[src/rtl/dtrap_pkg.sv]
package dtrap_pkg;
   localparam logic [11:0] A_MSTATUS  = 12'h300;
   localparam logic [11:0] A_SSTATUS  = 12'h100;
   localparam logic [11:0] A_VSSTATUS = 12'h200;
   localparam logic [11:0] A_MENVCFG  = 12'h30A;
   localparam logic [11:0] A_MENVCFGH = 12'h31A;
   localparam logic [11:0] A_HENVCFG  = 12'h60A;
   localparam logic [11:0] A_HENVCFGH = 12'h61A;
   localparam logic [11:0] A_MTVAL2   = 12'h34B;

   localparam int SIE_BIT   = 1;
   localparam int SDT_BIT   = 24;
   localparam int DTE64_BIT = 59;
   localparam int DTE32_BIT = 27;

   typedef struct packed {
      logic mstat;
      logic sstat;
      logic vsstat;
      logic menv_lo;
      logic menv_hi;
      logic henv_lo;
      logic henv_hi;
      logic mtv2;
   } dt_sel_t;
endpackage

[src/rtl/dtrap_csr_decode.sv]
module dtrap_csr_decode import dtrap_pkg::*; #(
   parameter int ADDR_W = 12,
   parameter bit EXT    = 1'b1,
   parameter bit HYP    = 1'b1
) (
   input  logic [ADDR_W-1:0] addr,
   input  logic              xl32,
   output dt_sel_t           sel,
   output logic              mtv2_fault
);
   localparam bit HV     = HYP;
   localparam bit TV2_ON = EXT || HYP;

   always_comb begin
      sel         = '0;
      sel.mstat   = (addr == A_MSTATUS);
      sel.sstat   = (addr == A_SSTATUS);
      sel.vsstat  = HV && (addr == A_VSSTATUS);
      sel.menv_lo = (addr == A_MENVCFG);
      sel.menv_hi = xl32 && (addr == A_MENVCFGH);
      sel.henv_lo = HV && (addr == A_HENVCFG);
      sel.henv_hi = HV && xl32 && (addr == A_HENVCFGH);
      sel.mtv2    = TV2_ON && (addr == A_MTVAL2);
      mtv2_fault  = !TV2_ON && (addr == A_MTVAL2);
   end
endmodule

[src/rtl/dtrap_envcfg.sv]
module dtrap_envcfg #(
   parameter bit EXT    = 1'b1,
   parameter int PASS_W = 8
) (
   input  logic              clk,
   input  logic              rst_n,
   input  logic              xl32,
   input  logic              we_m_lo,
   input  logic              we_m_hi,
   input  logic              we_h_lo,
   input  logic              we_h_hi,
   input  logic [PASS_W-1:0] wd_pass,
   input  logic              wd_dte64,
   input  logic              wd_dte32,
   output logic              m_dte,
   output logic              h_dte,
   output logic [PASS_W-1:0] m_pass,
   output logic [PASS_W-1:0] h_pass,
   output logic              clr_msdt,
   output logic              clr_vssdt
);
   logic m_dte_wr, h_dte_wr, dte_in;
   logic m_dte_nx, h_dte_nx;

   assign m_dte_wr = (we_m_lo & ~xl32) | we_m_hi;
   assign h_dte_wr = (we_h_lo & ~xl32) | we_h_hi;
   assign dte_in   = xl32 ? wd_dte32 : wd_dte64;

   generate
      if (EXT) begin : g_dte
         // hypervisor enable is kept clean: it can never outlive the machine enable
         assign m_dte_nx = m_dte_wr ? dte_in : m_dte;
         assign h_dte_nx = h_dte_wr ? (dte_in & m_dte) : (h_dte & m_dte_nx);
      end else begin : g_no_dte
         assign m_dte_nx = 1'b0;
         assign h_dte_nx = 1'b0;
      end
   endgenerate

   assign clr_msdt  = m_dte_wr & ~m_dte_nx;
   assign clr_vssdt = (we_m_lo | we_m_hi | we_h_lo | we_h_hi) & ~h_dte_nx;

   always_ff @(posedge clk) begin
      if (!rst_n) begin
         m_dte  <= 1'b0;
         h_dte  <= 1'b0;
         m_pass <= '0;
         h_pass <= '0;
      end else begin
         m_dte <= m_dte_nx;
         h_dte <= h_dte_nx;
         if (we_m_lo) m_pass <= wd_pass;
         if (we_h_lo) h_pass <= wd_pass;
      end
   end
endmodule

[src/rtl/dtrap_status.sv]
module dtrap_status #(
   parameter bit EXT = 1'b1
) (
   input  logic clk,
   input  logic rst_n,
   input  logic we_m,
   input  logic we_s,
   input  logic we_vs,
   input  logic w_sie,
   input  logic w_sdt,
   input  logic m_dte,
   input  logic h_dte,
   input  logic clr_msdt,
   input  logic clr_vssdt,
   input  logic swap,
   output logic m_sie,
   output logic m_sdt,
   output logic vs_sie,
   output logic vs_sdt,
   output logic virt
);
   localparam bit S_VIEW_SDT = EXT;

   logic dte_cur, sdt_ok;

   assign dte_cur = virt ? h_dte : m_dte;
   assign sdt_ok  = dte_cur & (we_m | (we_s & S_VIEW_SDT));

   always_ff @(posedge clk) begin
      if (!rst_n) begin
         m_sie  <= 1'b0;
         m_sdt  <= 1'b0;
         vs_sie <= 1'b0;
         vs_sdt <= 1'b0;
         virt   <= 1'b0;
      end else if (swap) begin
         virt   <= ~virt;
         m_sie  <= vs_sie;
         vs_sie <= m_sie;
         if (dte_cur) begin
            m_sdt  <= vs_sdt;
            vs_sdt <= m_sdt;
         end
      end else begin
         if (we_m | we_s) begin
            if (sdt_ok) begin
               m_sdt <= w_sdt;
               m_sie <= w_sie & ~w_sdt;
            end else begin
               m_sie <= w_sie;
            end
         end
         if (we_vs) begin
            if (h_dte) begin
               vs_sdt <= w_sdt;
               vs_sie <= w_sie & ~w_sdt;
            end else begin
               vs_sdt <= 1'b0;
               vs_sie <= w_sie;
            end
         end
         if (clr_msdt)  m_sdt  <= 1'b0;
         if (clr_vssdt) vs_sdt <= 1'b0;
      end
   end
endmodule

[src/rtl/dtrap_csr_unit.sv]
module dtrap_csr_unit import dtrap_pkg::*; #(
   parameter int XLEN        = 64,
   parameter int ADDR_W      = 12,
   parameter int PASS_W      = 8,
   parameter bit EXT_PRESENT = 1'b1,
   parameter bit HYP_PRESENT = 1'b1
) (
   input  logic              clk,
   input  logic              rst_n,
   input  logic              xl32,
   input  logic              virt_toggle,
   input  logic [ADDR_W-1:0] csr_addr,
   input  logic              csr_we,
   input  logic [XLEN-1:0]   csr_wdata,
   output logic [XLEN-1:0]   csr_rdata,
   output logic              csr_fault,
   output logic              virt_on
);
   localparam int HALF = XLEN / 2;

   generate
      if (XLEN != 64) begin : g_bad_xlen
         $error("dtrap_csr_unit: XLEN must be 64");
      end
      if (ADDR_W != 12) begin : g_bad_aw
         $error("dtrap_csr_unit: ADDR_W must be 12");
      end
      if (PASS_W < 1 || PASS_W > DTE32_BIT) begin : g_bad_pass
         $error("dtrap_csr_unit: PASS_W out of range");
      end
   endgenerate

   dt_sel_t sel;
   logic    wr_ok;
   logic    m_dte, h_dte, clr_msdt, clr_vssdt;
   logic    m_sie, m_sdt, vs_sie, vs_sdt;
   logic [PASS_W-1:0] m_pass, h_pass;
   logic [XLEN-1:0]   mtval2_q, raw;

   dtrap_csr_decode #(.ADDR_W(ADDR_W), .EXT(EXT_PRESENT), .HYP(HYP_PRESENT)) dec_i (
      .addr       (csr_addr),
      .xl32       (xl32),
      .sel        (sel),
      .mtv2_fault (csr_fault)
   );

   // a mode toggle owns the cycle; a coincident write is dropped
   assign wr_ok = csr_we & ~virt_toggle;

   dtrap_envcfg #(.EXT(EXT_PRESENT), .PASS_W(PASS_W)) env_i (
      .clk       (clk),
      .rst_n     (rst_n),
      .xl32      (xl32),
      .we_m_lo   (wr_ok & sel.menv_lo),
      .we_m_hi   (wr_ok & sel.menv_hi),
      .we_h_lo   (wr_ok & sel.henv_lo),
      .we_h_hi   (wr_ok & sel.henv_hi),
      .wd_pass   (csr_wdata[PASS_W-1:0]),
      .wd_dte64  (csr_wdata[DTE64_BIT]),
      .wd_dte32  (csr_wdata[DTE32_BIT]),
      .m_dte     (m_dte),
      .h_dte     (h_dte),
      .m_pass    (m_pass),
      .h_pass    (h_pass),
      .clr_msdt  (clr_msdt),
      .clr_vssdt (clr_vssdt)
   );

   dtrap_status #(.EXT(EXT_PRESENT)) st_i (
      .clk       (clk),
      .rst_n     (rst_n),
      .we_m      (wr_ok & sel.mstat),
      .we_s      (wr_ok & sel.sstat),
      .we_vs     (wr_ok & sel.vsstat),
      .w_sie     (csr_wdata[SIE_BIT]),
      .w_sdt     (csr_wdata[SDT_BIT]),
      .m_dte     (m_dte),
      .h_dte     (h_dte),
      .clr_msdt  (clr_msdt),
      .clr_vssdt (clr_vssdt),
      .swap      (virt_toggle),
      .m_sie     (m_sie),
      .m_sdt     (m_sdt),
      .vs_sie    (vs_sie),
      .vs_sdt    (vs_sdt),
      .virt      (virt_on)
   );

   generate
      if (EXT_PRESENT || HYP_PRESENT) begin : g_mtv2
         always_ff @(posedge clk) begin
            if (!rst_n) begin
               mtval2_q <= '0;
            end else if (wr_ok && sel.mtv2) begin
               mtval2_q <= xl32 ? {{HALF{1'b0}}, csr_wdata[HALF-1:0]} : csr_wdata;
            end
         end
      end else begin : g_no_mtv2
         assign mtval2_q = '0;
      end
   endgenerate

   always_comb begin
      raw = '0;
      if (sel.mstat) begin
         raw[SIE_BIT] = m_sie;
         raw[SDT_BIT] = m_sdt;
      end
      if (sel.sstat) begin
         raw[SIE_BIT] = m_sie;
         raw[SDT_BIT] = m_sdt & EXT_PRESENT;
      end
      if (sel.vsstat) begin
         raw[SIE_BIT] = vs_sie;
         raw[SDT_BIT] = vs_sdt;
      end
      if (sel.menv_lo) begin
         raw[PASS_W-1:0] = m_pass;
         raw[DTE64_BIT]  = m_dte & ~xl32;
      end
      if (sel.menv_hi) raw[DTE32_BIT] = m_dte;
      if (sel.henv_lo) begin
         raw[PASS_W-1:0] = h_pass;
         raw[DTE64_BIT]  = h_dte & m_dte & ~xl32;
      end
      if (sel.henv_hi) raw[DTE32_BIT] = h_dte & m_dte;
      if (sel.mtv2) raw = mtval2_q;
   end

   assign csr_rdata = xl32 ? {{HALF{1'b0}}, raw[HALF-1:0]} : raw;
endmodule

[config.mk]
export PLATFORM = sky130hd
export DESIGN_NAME = dtrap_csr_unit
export DESIGN_NICKNAME = d
export VERILOG_FILES = /design/src/rtl/dtrap_pkg.sv /design/src/rtl/dtrap_csr_decode.sv /design/src/rtl/dtrap_envcfg.sv /design/src/rtl/dtrap_status.sv /design/src/rtl/dtrap_csr_unit.sv
export SDC_FILE = /design/constraint.sdc
export NUM_CORES = 1
export LEC_CHECK = 0
export BUFFER_PORTS_ARGS = -buffer_cell sky130_fd_sc_hd__buf_2
export CAP_MARGIN = 0
export CORE_MARGIN = 1.5
export CORE_UTILIZATION = 35
export CTS_CLUSTER_SIZE = 25
export DETAILED_ROUTE_END_ITERATION = 10
export HOLD_SLACK_MARGIN = 0.1
export SLEW_MARGIN = 20
export SYNTH_ARGS = -nofsm -noshare
export SYNTH_HDL_FRONTEND = slang
export SYNTH_SLANG_ARGS = --single-unit
[constraint.sdc]
create_clock -name clk -period 2.1 [get_ports clk]
set_input_delay 0.42 -clock clk [delete_from_list [all_inputs] [get_ports clk]]
set_output_delay 0.42 -clock clk [all_outputs]
set_load 0.005 [all_outputs]
==> impl_table.tex <==
\begin{tabular}{lr}
\hline
Metric & Value \\
\hline
\multicolumn{2}{l}{\textbf{Critical path}} \\
\quad Data required, critical path & 1.68 ns \\
\quad Register-to-register setup slack & 0.58 ns \\
\quad Data arrival time of the worst path & 1.68 ns \\
\quad Worst setup path startpoint & csr\_addr[7] \\
\quad Capturing element type of the critical path & output pin \\
\quad Startpoint of the worst-slack reg-to-reg timing path & st\_i.virt\$\_SDFFE\_PN0P\_ \\
\quad Type of the worst setup path & in -> out \\
\quad Crit Path Max Fanout & 31 \\
\quad Type of element launching the critical path & input port \\
\multicolumn{2}{l}{\textbf{Pwr}} \\
\quad Power density of the placed cells & 639.1 nW/um2 \\
\quad Static Leak & 2.344 nW \\
\quad Post-route total power & 3.563 mW \\
\quad Worst ir drop on vdd & 0.2861 mV \\
\multicolumn{2}{l}{\textbf{Yosys}} \\
\quad Post-synth ARST share & 0\% \\
\quad Combinational family with the most area after synthesis & simple AND/OR/NAND/NOR gates \\
\quad Synth Cell Area & 4049 um2 \\
\quad Most common cell in the netlist & nand2\_1 \\
\quad Top cells by instance count after synthesis & 122 x nand2\_1, 87 x dfxtp\_1, 77 x a21oi\_1, 56 x and2\_1, 34 x nand3b\_1 \\
\quad Post-synth top area share & 43.02\% \\
\quad Post-synthesis share of cell area spent on xor and xnor gates & 0.6489\% \\
\quad Number of synthesized register bits & 87 \\
\quad Number of flops mapped to enable cells by yosys & 0 \\
\quad Most common flop cell mapped by yosys & dfxtp\_1 \\
\quad Mean post-synth cell area & 7.893 um2 \\
\quad Cells after Synth & 513 \\
\quad Mux cell area share after synthesis & 2.719\% \\
\quad Yosys Warn Count & 0 \\
\quad Distinct cells, synth & 41 \\
\quad Dominant cells by area after synthesis & dfxtp\_1 43\%, nand2\_1 11\%, a21oi\_1 9.5\%, and2\_1 8.7\%, nand3b\_1 6.3\% \\
\quad Adder-cell area share of the yosys netlist & 0\% \\
\quad Fraction of the yosys area taken by sequential cells & 43.02\% \\
\quad Simple-gate share of the synthesized area & 33.62\% \\
\quad Most area-hungry cell type in the Yosys netlist & dfxtp\_1 \\
\quad Post-synthesis compound-gate area fraction & 14.62\% \\
\quad Number of nets produced by synthesis & 594 \\
\multicolumn{2}{l}{\textbf{Clock tree}} \\
\quad Clock transition at path regs & 0.06 ns \\
\quad Total of hold buffers inserted after clock tree synthesis & 0 \\
\quad Count of H-tree levels built during CTS & 3 \\
\quad Root buffer cell & clkbuf\_16 \\
\quad \# clock sinks & 87 \\
\quad CTS tree & built \\
\quad Number of clock buffers inserted by TritonCTS & 9 \\
\quad Clock Path Buffers & 2 \\
\quad Skew-Pair Late Insertion Delay & 0.33 ns \\
\multicolumn{2}{l}{\textbf{Floorplan}} \\
\quad Width of the chip & 110.6 um \\
\quad Die area & 12,220 um2 \\
\quad Effective utilization at floorplan & 35.61\% \\
\quad Num ports & 147 \\
\quad Chip Height & 110.6 um \\
\quad Core Area & 11,370 um2 \\
\quad Std-Cell Rows & 39 \\
\multicolumn{2}{l}{\textbf{Timing}} \\
\quad Tcrit/Tclk final & 100.1\% \\
\quad Final setup margin & -0.002722 ns \\
\quad Peak clock frequency supported by timing & 0.4756 GHz \\
\quad Setup repair after global routing missed its margin & true \\
\quad Final critical path time including I/O delays and setup & 2.103 ns \\
\quad Number of setup violations in the final report & 1 \\
\quad Max Clock Skew & 0.006365 ns \\
\quad Worst hold slack & 0.3224 ns \\
\quad Number of max-slew violations in the final report & 0 \\
\quad Hold violation count in the final report & 0 \\
\multicolumn{2}{l}{\textbf{Detailed routing}} \\
\quad Vias post-DR & 4,026 \\
\quad Total wire length & 11,110 um \\
\quad Antenna-violating nets left & 0 \\
\quad Number of DRC violations after detailed routing & 0 \\
\quad Via/cell ratio & 4.989 \\
\quad Detailed Routing Iterations Pass 1 & 7 \\
\quad Average wire per standard cell & 13.76 um \\
\quad Count of routing violations after the opening detailed-route iteration & 246 \\
\multicolumn{2}{l}{\textbf{Placed design}} \\
\quad Total half-perimeter wirelength after legalization and detailed placement & 7773 um \\
\quad Worst slack at placement & -0.1272 ns \\
\quad Number of buffers added on ports & 145 \\
\quad Routability Congestion & 0.7979 \\
\multicolumn{2}{l}{\textbf{GRT}} \\
\quad First-pass GRT wire length & 18,620 um \\
\quad Number of global-route vias before repair & 3,855 \\
\quad Global-route usage over all layers & 18.20\% \\
\quad Maximum number of pins on one net before global-route repair & 39 \\
\quad Initial antenna violation count & 0 \\
\quad Overall overflow remaining after global route & 0 \\
\multicolumn{2}{l}{\textbf{Flow run}} \\
\quad Number of violations of the max-capacitance limit & 0 \\
\multicolumn{2}{l}{\textbf{Min path}} \\
\quad Origin of the worst min-delay path & csr\_wdata[26] \\
\quad Classification of the worst-slack hold path & in -> reg \\
\multicolumn{2}{l}{\textbf{Final layout}} \\
\quad Final net count & 741 \\
\quad \# diodes & 0 \\
\quad Post-Route Utilization & 49.03\% \\
\quad Area added between synthesis and finish & 37.67\% \\
\quad Fraction of final layout cells sized beyond drive strength 1 & 31.33\% \\
\quad Final-layout fill cell count & 1,151 \\
\multicolumn{2}{l}{\textbf{Run status}} \\
\quad Failing checks & setup timing \\
\quad Run status & complete, but fails checks \\
\hline
\end{tabular}
==> layout make-up <==
class	instances	area, um2	share of cell area (%)
clock buffer	12	246.5	4.422
clock inverter	3	67.56	1.212
tap	143	178.9	3.210
inverter	12	45.04	0.8081
sequential	87	1742	31.25
timing repair buffer	174	1131	20.29
multi-input combinational	376	2163	38.81
==> cells by family after synthesis <==
kind of cell	after synthesis
AOI/OAI and AO/OA	102
xor gates and xnor gates	3
buffers and inverters	50
DFF	87
muxes	11
other	1
and+or+nand+nor	259
==> final timing paths <==
kind | to | cells after the start
max | csr_rdata[38] | 8
min | mtval2_q[26]$_SDFFE_PN0P_ | 3
max reg2reg | st_i.m_sdt$_SDFFE_PN0P_ | 5
min reg2reg | mtval2_q[35]$_SDFFE_PN0P_ | 2
==> state kept, by name (all words and copies together) (netlist names) <==
signal        flops
env_i.m_dte       1
mtval2_q         64
st_i.vs_sie       1
st_i.virt         1
st_i.m_sdt        1
st_i.m_sie        1
env_i.h_pass      8
env_i.m_pass      8
st_i.vs_sdt       1
env_i.h_dte       1
==> worst max-delay path, stage by stage <==
cell and delay (ns):
buf_8 0.10, nor3_4 0.21, nand2_2 0.12, nor4_4 0.20
nor2b_4 0.22, buf_12 0.16, and2_1 0.14, buf_2 0.11
==> report_power, final <==
group / switching, mW / internal, mW / total, mW
Sequential: 0.00538 / 1.66 / 1.66
Clock: 0.613 / 1.07 / 1.68
Combinational: 0.113 / 0.106 / 0.220
==> placed cells by master, fill, tap and decap left out, types with 2 or more instances in the layout <==
master	count
and2_1	51
nand2_1	120
buf_2	139
nand3_1	10
and2_4	4
nor4_2	2
buf_12	10
and4_1	2
nand4_1	3
nand3b_1	34
nor2_1	12
clkbuf_16	10
a222oi_1	8
a22oi_1	4
xnor2_1	2
bufinv_16	2
a21oi_1	77
buf_4	17
o21ai_0	3
nor2b_1	5
dfxtp_1	87
inv_1	11
clkbuf_1	2
buf_6	6
nand2_2	2
mux2i_1	11
nand2b_4	2
==> layer usage <==
| layer | global-route usage, % | vias to the layer above | routed length, um | part of all wire (%) |
|---|---|---|---|---|
| met4 | 4.957 | 0 | 79 | 0.71 |
| li1 | - | 2024 | - | - |
| met1 | 23.77 | 1867 | 5006 | 45 |
| met3 | 5.324 | 8 | 686 | 6.2 |
| met2 | 29.34 | 127 | 5333 | 48 |
| met5 | 0 | - | 0 | 0 |
==> metrics by stage <==
step / TNS [ns] / area, um2 / std cells
3_5_place_dp: -6.939 / 5117 / 789
5_1_grt: -4.971 / 5574 / 807
6_report: -0.002722 / 5574 / 807
2_1_floorplan: 0 / 4058 / 513
4_1_cts: -0.02536 / 5503 / 804
3_3_place_gp: -5.132 / 5117 / 789
==> repair_timing <==
| action | in CTS | in global routing |
|---|---|---|
| endpoints found under the setup margin | 64 | 64 |
| pin swaps | 4 | 1 |
| gates resized for setup | 18 | 7 |
| gates cloned | 0 | 1 |
| buffers inserted | 0 | 2 |
(Power assumes the default switching activity.)
